==> src/rtl/irq_route_pkg.sv <==
package irq_route_pkg;
    // global register offsets
    localparam int unsigned CTRL_ADDR    = 'h000;
    localparam int unsigned EN_SET_ADDR  = 'h030;
    localparam int unsigned EN_CLR_ADDR  = 'h034;
    localparam int unsigned ROUTE_BASE   = 'h100;
    // per-processor window (bit 11 set)
    localparam int unsigned PCPU_BASE    = 'h800;
    localparam int unsigned ACK_ADDR     = PCPU_BASE + 'h044;
    localparam int unsigned MSK_SET_ADDR = PCPU_BASE + 'h048;
    localparam int unsigned MSK_CLR_ADDR = PCPU_BASE + 'h04C;
    // acknowledge code meaning "nothing pending"
    localparam logic [9:0]  NONE_CODE    = 10'd1023;
endpackage

==> src/rtl/irq_gate_bank.sv <==
module irq_gate_bank #(
    parameter int NUM_SRC = 64,
    parameter int NUM_CPU = 4,
    parameter int IDX_W   = 6,
    parameter int CPU_W   = 2
) (
    input  logic                              clk,
    input  logic                              rst_n,
    input  logic                              en_set,
    input  logic                              en_clr,
    input  logic                              msk_set,
    input  logic                              msk_clr,
    input  logic [CPU_W-1:0]                  cpu_sel,
    input  logic [IDX_W-1:0]                  idx,
    output logic [NUM_SRC-1:0]                en_q,
    output logic [NUM_CPU-1:0][NUM_SRC-1:0]   msk_q
);
    // global enable: cleared at reset
    always_ff @(posedge clk) begin
        if (!rst_n) begin
            en_q <= '0;
        end else begin
            if (en_set) en_q[idx] <= 1'b1;
            if (en_clr) en_q[idx] <= 1'b0;
        end
    end

    // per-processor mask: all set at reset
    always_ff @(posedge clk) begin
        if (!rst_n) begin
            msk_q <= '1;
        end else begin
            if (msk_set) msk_q[cpu_sel][idx] <= 1'b1;
            if (msk_clr) msk_q[cpu_sel][idx] <= 1'b0;
        end
    end

    p_en_set_r2: assert property (@(posedge clk) disable iff (!rst_n)
        en_set |=> en_q[$past(idx)]);
    p_en_clr_r2: assert property (@(posedge clk) disable iff (!rst_n)
        en_clr |=> !en_q[$past(idx)]);
    p_msk_set_r3: assert property (@(posedge clk) disable iff (!rst_n)
        msk_set |=> msk_q[$past(cpu_sel)][$past(idx)]);
    p_msk_clr_r3: assert property (@(posedge clk) disable iff (!rst_n)
        msk_clr |=> !msk_q[$past(cpu_sel)][$past(idx)]);
endmodule

==> src/rtl/irq_route_table.sv <==
module irq_route_table #(
    parameter int NUM_SRC = 64,
    parameter int NUM_CPU = 4,
    parameter int IDX_W   = 6
) (
    input  logic                              clk,
    input  logic                              rst_n,
    input  logic                              wr,
    input  logic [IDX_W-1:0]                  idx,
    input  logic [NUM_CPU-1:0]                wbits,
    output logic [NUM_SRC-1:0][NUM_CPU-1:0]   route_q
);
    always_ff @(posedge clk) begin
        if (!rst_n) begin
            route_q <= '0;
        end else if (wr) begin
            route_q[idx] <= wbits;
        end
    end

    p_route_wr_r4: assert property (@(posedge clk) disable iff (!rst_n)
        wr |=> route_q[$past(idx)] == $past(wbits));
endmodule

==> src/rtl/irq_lowest_pick.sv <==
module irq_lowest_pick #(
    parameter int NUM_SRC = 64,
    parameter int IDX_W   = 6
) (
    input  logic [NUM_SRC-1:0] elig,
    output logic               found,
    output logic [IDX_W-1:0]   pick
);
    // scan from the top down so that the lowest eligible index wins
    always_comb begin
        found = 1'b0;
        pick  = '0;
        for (int i = NUM_SRC - 1; i >= 0; i--) begin
            if (elig[i]) begin
                found = 1'b1;
                pick  = IDX_W'(i);
            end
        end
    end
endmodule

==> src/rtl/irq_route_ctrl.sv <==
module irq_route_ctrl
    import irq_route_pkg::*;
#(
    parameter int NUM_SRC   = 64,
    parameter int NUM_CPU   = 4,
    parameter int PRIV_LAST = 28,
    parameter int ADDR_W    = 12
) (
    input  logic                        clk,
    input  logic                        rst_n,
    input  logic [NUM_SRC-1:0]          src_level,
    input  logic [$clog2(NUM_CPU)-1:0]  cpu_sel,
    input  logic                        wr_en,
    input  logic                        rd_en,
    input  logic [ADDR_W-1:0]           addr,
    input  logic [31:0]                 wdata,
    output logic [31:0]                 rdata,
    output logic [NUM_CPU-1:0]          irq_out
);
    localparam int IDX_W      = $clog2(NUM_SRC);
    localparam int CPU_W      = $clog2(NUM_CPU);
    localparam int ROUTE_SPAN = 4 * NUM_SRC;

    // ---------------- address decode ----------------
    logic              hit_en_set, hit_en_clr, hit_msk_set, hit_msk_clr;
    logic              hit_ack, hit_ctrl, hit_route;
    logic              num_ok;
    logic [ADDR_W-1:0] route_off;
    logic [IDX_W-1:0]  route_idx;
    logic [IDX_W-1:0]  num_idx;

    always_comb begin
        hit_en_set  = (addr == ADDR_W'(EN_SET_ADDR));
        hit_en_clr  = (addr == ADDR_W'(EN_CLR_ADDR));
        hit_msk_set = (addr == ADDR_W'(MSK_SET_ADDR));
        hit_msk_clr = (addr == ADDR_W'(MSK_CLR_ADDR));
        hit_ack     = (addr == ADDR_W'(ACK_ADDR));
        hit_ctrl    = (addr == ADDR_W'(CTRL_ADDR));
        route_off   = addr - ADDR_W'(ROUTE_BASE);
        hit_route   = (addr >= ADDR_W'(ROUTE_BASE)) &&
                      (route_off < ADDR_W'(ROUTE_SPAN)) &&
                      (route_off[1:0] == 2'b00);
        route_idx   = route_off[IDX_W+1:2];
        num_ok      = (wdata < 32'(NUM_SRC));
        num_idx     = wdata[IDX_W-1:0];
    end

    // ---------------- gate state ----------------
    logic [NUM_SRC-1:0]               en_q;
    logic [NUM_CPU-1:0][NUM_SRC-1:0]  msk_q;
    logic [NUM_SRC-1:0][NUM_CPU-1:0]  route_q;

    irq_gate_bank #(
        .NUM_SRC (NUM_SRC),
        .NUM_CPU (NUM_CPU),
        .IDX_W   (IDX_W),
        .CPU_W   (CPU_W)
    ) u_gates (
        .clk     (clk),
        .rst_n   (rst_n),
        .en_set  (wr_en && hit_en_set  && num_ok),
        .en_clr  (wr_en && hit_en_clr  && num_ok),
        .msk_set (wr_en && hit_msk_set && num_ok),
        .msk_clr (wr_en && hit_msk_clr && num_ok),
        .cpu_sel (cpu_sel),
        .idx     (num_idx),
        .en_q    (en_q),
        .msk_q   (msk_q)
    );

    irq_route_table #(
        .NUM_SRC (NUM_SRC),
        .NUM_CPU (NUM_CPU),
        .IDX_W   (IDX_W)
    ) u_routes (
        .clk     (clk),
        .rst_n   (rst_n),
        .wr      (wr_en && hit_route),
        .idx     (route_idx),
        .wbits   (wdata[NUM_CPU-1:0]),
        .route_q (route_q)
    );

    // ---------------- eligibility and pick per processor ----------------
    logic [NUM_CPU-1:0][NUM_SRC-1:0] elig;
    logic [NUM_CPU-1:0][IDX_W-1:0]   pick;
    logic [NUM_CPU-1:0][9:0]         ack_code;

    for (genvar c = 0; c < NUM_CPU; c++) begin : g_cpu
        for (genvar n = 0; n < NUM_SRC; n++) begin : g_src
            if (n <= PRIV_LAST) begin : g_private
                assign elig[c][n] = src_level[n] & en_q[n] & ~msk_q[c][n];
            end else begin : g_shared
                assign elig[c][n] = src_level[n] & en_q[n] & ~msk_q[c][n]
                                    & route_q[n][c];
            end
        end

        irq_lowest_pick #(
            .NUM_SRC (NUM_SRC),
            .IDX_W   (IDX_W)
        ) u_pick (
            .elig  (elig[c]),
            .found (irq_out[c]),
            .pick  (pick[c])
        );

        assign ack_code[c] = irq_out[c] ? 10'(pick[c]) : NONE_CODE;
    end

    // ---------------- read path ----------------
    logic [31:0] rd_mux;

    always_comb begin
        rd_mux = '0;
        if (hit_ctrl) begin
            rd_mux = 32'(NUM_SRC) << 2;
        end else if (hit_ack) begin
            rd_mux = {22'd0, ack_code[cpu_sel]};
        end else if (hit_route) begin
            rd_mux = 32'(route_q[route_idx]);
        end
    end

    always_ff @(posedge clk) begin
        if (!rst_n) begin
            rdata <= '0;
        end else if (rd_en) begin
            rdata <= rd_mux;
        end
    end

    // ---------------- assertions ----------------
    p_ack_none_r6: assert property (@(posedge clk) disable iff (!rst_n)
        (rd_en && hit_ack) |=> ((rdata == 32'd1023) == !$past(irq_out[cpu_sel])));
    p_ack_range_r6: assert property (@(posedge clk) disable iff (!rst_n)
        (rd_en && hit_ack) |=> (rdata < 32'(NUM_SRC)) || (rdata == 32'd1023));
    p_oor_ignored_r8: assert property (@(posedge clk) disable iff (!rst_n)
        (wr_en && !num_ok && (hit_en_set || hit_en_clr || hit_msk_set || hit_msk_clr))
        |=> ($stable(en_q) && $stable(msk_q)));
    p_no_enable_quiet_r9: assert property (@(posedge clk) disable iff (!rst_n)
        (en_q == '0) |-> (irq_out == '0));
endmodule

==> config.mk <==
export PLATFORM = sky130hd
export DESIGN_NAME = irq_route_ctrl
export DESIGN_NICKNAME = d
export VERILOG_FILES = /design/src/rtl/irq_route_pkg.sv /design/src/rtl/irq_gate_bank.sv /design/src/rtl/irq_route_table.sv /design/src/rtl/irq_lowest_pick.sv /design/src/rtl/irq_route_ctrl.sv
export SDC_FILE = /design/constraint.sdc
export NUM_CORES = 2
export LEC_CHECK = 0
export ABC_AREA = 0
export BUFFER_PORTS_ARGS = -buffer_cell sky130_fd_sc_hd__buf_4
export CAP_MARGIN = 20
export CELL_PAD_IN_SITES_DETAIL_PLACEMENT = 0
export CELL_PAD_IN_SITES_GLOBAL_PLACEMENT = 1
export CORE_UTILIZATION = 47
export DETAILED_ROUTE_END_ITERATION = 8
export PLACE_DENSITY = 0.9
export SETUP_SLACK_MARGIN = 0.1
export SYNTH_ARGS = -nofsm -noshare
export SYNTH_HDL_FRONTEND = slang
export SYNTH_SLANG_ARGS = --single-unit
==> constraint.sdc <==
create_clock -name clk -period 8.7 [get_ports clk]
set_clock_uncertainty 0.15 [all_clocks]
set_input_delay 1.305 -clock clk [delete_from_list [all_inputs] [get_ports clk]]
set_output_delay 1.305 -clock clk [all_outputs]
set_load 0.03 [all_outputs]
==> impl_results.md <==
* RSZ-0062 raised after global routing: false
* Arr. time, crit path at 3.60 ns
* Flop2flop setup slack at 5.28 ns
* Worst hold slack at 0.3033 ns
* Routed len/inst at 26.26 um
* Pwr/cell area at 174.2 mW/mm^2
* DRT Pass-1 Iters at 9
* Setup-failing EPs final at 0
* Initial antenna violation count at 11
* Pin count of the biggest net entering global routing at 135
* Post-Synthesis Cells at 3,916
* Post-detail-place hpwl at 84.24 mm
* Drt via density at 6.702
* Setup Total Neg Slack at 0 ns
* Die Width at 256.3 um
* Status: completed
* Synth-to-layout area growth at 11.57%
* GRT Residual Overflow at 0
* IO buf count at 127
* Leakage power at 12.00 nW
* Avg Cell Area, Syn at 7.759 sq um
* Die area at 0.06567 sq mm
* Root Driver: clkbuf_16
* Drt drc at 0
* Cts repair resizes at 0
* Final Hold Viols at 0
* Worst-Margin Slew at 1.296 ns
* Layout Utilization at 53.45%
* Commonest non-fill, non-tap cells in the layout: a21oi_1 (626), dfxtp_1 (584), nor2_1 (504), o21ai_0 (485), nand2_1 (464)
* Clock latency on the worst-skew pair at 0.63 ns
* Total setup buffers inserted after CTS at 0
* # nets final at 3,986
* Top_reg_cell synth: dfxtp_1
* Yosys warns at 0
* Global-route wire length before repair at 185.1 mm
* Clock buffer depth at 3
* Core area at 0.06343 sq mm
* Initial Util at 47.90%
* Max-slew violations at 0
* Num ports at 150
* Num rows at 92
* Post-DRT Antenna Nets at 0
* Via count at 32,000
* Critical path required time at 7.24 ns
* # hold bufs at CTS at 0
* Yosys cell types at 86
* Final std cells w/o fill at 4,775
* Tmin final at 5.059 ns
* Most common cell after layout, fill and taps aside: a21oi_1
* Total CTS buffers at 67
* Die Height at 256.3 um
* WL final at 125.4 mm
* Layout cells sized above 1 at 10.37%
* GRT Overall Usage at 36.86%
* Seq/Total Area, Yosys at 38.48%
* Num Clock Sinks at 584
* Synthesized cell area at 0.03038 sq mm
* Post-synth ARST share at 0%
* Final GP Congestion at 1.046
* H-tree depth at 3
* Pre-CTS WS at 3.353 ns
* Crit start category: input pin
* Cells after DPL at 4,647
* Max Clk Rate at 197.7 MHz
* Max_slew headroom at 13.34%
* FF+latch count, synth at 584
* # fillers at 6,072
* Setup WS post-layout at 3.641 ns
* Detailed Route Iter0 Violations at 4,841
* Post-synth EDFFs at 0
* CP Capture Type: output pin
* Tcrit/Tclk final at 58.15%
* Vias in the first global route at 28,660
* Max_cap viols at 0
* Critical path peak fanout at 4
* CTS tree: built
* Clk slew on worst S/H paths at 0.06 ns
* Min-delay worst type: register to register
* Worst vdd ir at 152.7 uV
* Worst setup path class: input pin to output pin
==> sequential cells by signal, indices dropped and copies added (netlist names) <==
name / cells
u_gates.msk_q: 256
u_routes.route_q: 256
u_gates.en_q: 64
rdata: 8
==> worst paths after layout <==
| kind | startpoint | to | cells past startpoint |
|---|---|---|---|
| worst min-delay path | u_routes.route_q[31] | u_routes.route_q[31] | 2 |
| worst max-delay path | src_level[61] | irq_out[1] | 7 |
| worst min register to register | u_routes.route_q[31] | u_routes.route_q[31] | 2 |
| worst max register to register | u_routes.route_q[119] | rdata[1] | 8 |
==> power breakdown <==
part           switching [mW]  internal, mW  total (mW)
registers            0.000557          2.67        2.67
logic                   0.226        0.0718       0.298
clock network            1.20          1.73        2.93
total                    1.42          4.48        5.90
==> cells in the mapped netlist, types with 9 or more instances <==
cell type	n	area (sq um)
nand2_1	467	1753
and3b_1	44	385.4
and2_1	17	106.4
buf_1	30	112.6
nor3_1	26	130.1
o21ai_1	11	55.05
buf_2	33	165.2
or4_1	13	97.59
nor2b_1	15	93.84
and4b_1	58	580.6
o21ai_0	485	2427
nand2b_1	13	81.33
a211oi_1	22	165.2
buf_4	29	217.7
o31ai_1	9	67.56
nand4b_1	119	1042
nand3b_1	65	488.0
nand4_1	31	193.9
dfxtp_1	584	11690
nor2_1	508	1907
mux4_2	76	1712
o211ai_1	33	247.7
a21oi_1	626	3133
o2111ai_1	19	166.4
nor4_1	20	125.1
nand3_1	165	825.8
a21boi_0	10	75.07
clkbuf_1	205	769.5
==> logic make-up (layout without fill, tap and decap cells) <==
family	count (synthesis)	count (layout)	share of synthesized area [%]
other	1	28	0.01234
DFF	584	584	38.48
muxes	86	86	5.979
and+or+nand+nor	1631	1631	27.78
buffers and inverters	309	295	4.336
AOI/OAI and AO/OA	1305	1305	23.41
==> layer usage <==
metal | vias to the layer above | global-route usage [%] | share of wire (%)
met5 | - | 0 | 0.084
met4 | 14 | 19.28 | 5.7
met3 | 408 | 10.54 | 13
met2 | 2196 | 52.79 | 42
met1 | 15210 | 50.05 | 40
li1 | 14170 | - | -
==> worst max-delay path, cell delays in order <==
cell,delay [ns]
buf_4,0.13
nand4b_1,0.13
and4_1,0.26
nor4b_1,0.87
nand3_1,0.30
or2_2,0.41
buf_4,0.19
==> per-stage QoR <==
stage               area (sq um)  power (mW)
floorplan                  30460       2.892
global placement           31600       3.018
detailed placement         31600       3.017
global route               33890       6.028
finish                     33900       5.904
CTS                        33860       5.897
==> layout make-up <==
cell class	count	area, sq um	share of cell area [%]
Clock buffer	99	2019	5.957
Antenna cell	6	15.01	0.04429
Sequential cell	584	11690	34.49
Multi-Input combinational cell	3044	17590	51.88
Inverter	11	48.80	0.1439
Timing Repair Buffer	164	1236	3.647
Clock inverter	21	241.5	0.7124
Tap cell	846	1059	3.123
(Power assumes the default switching activity.)
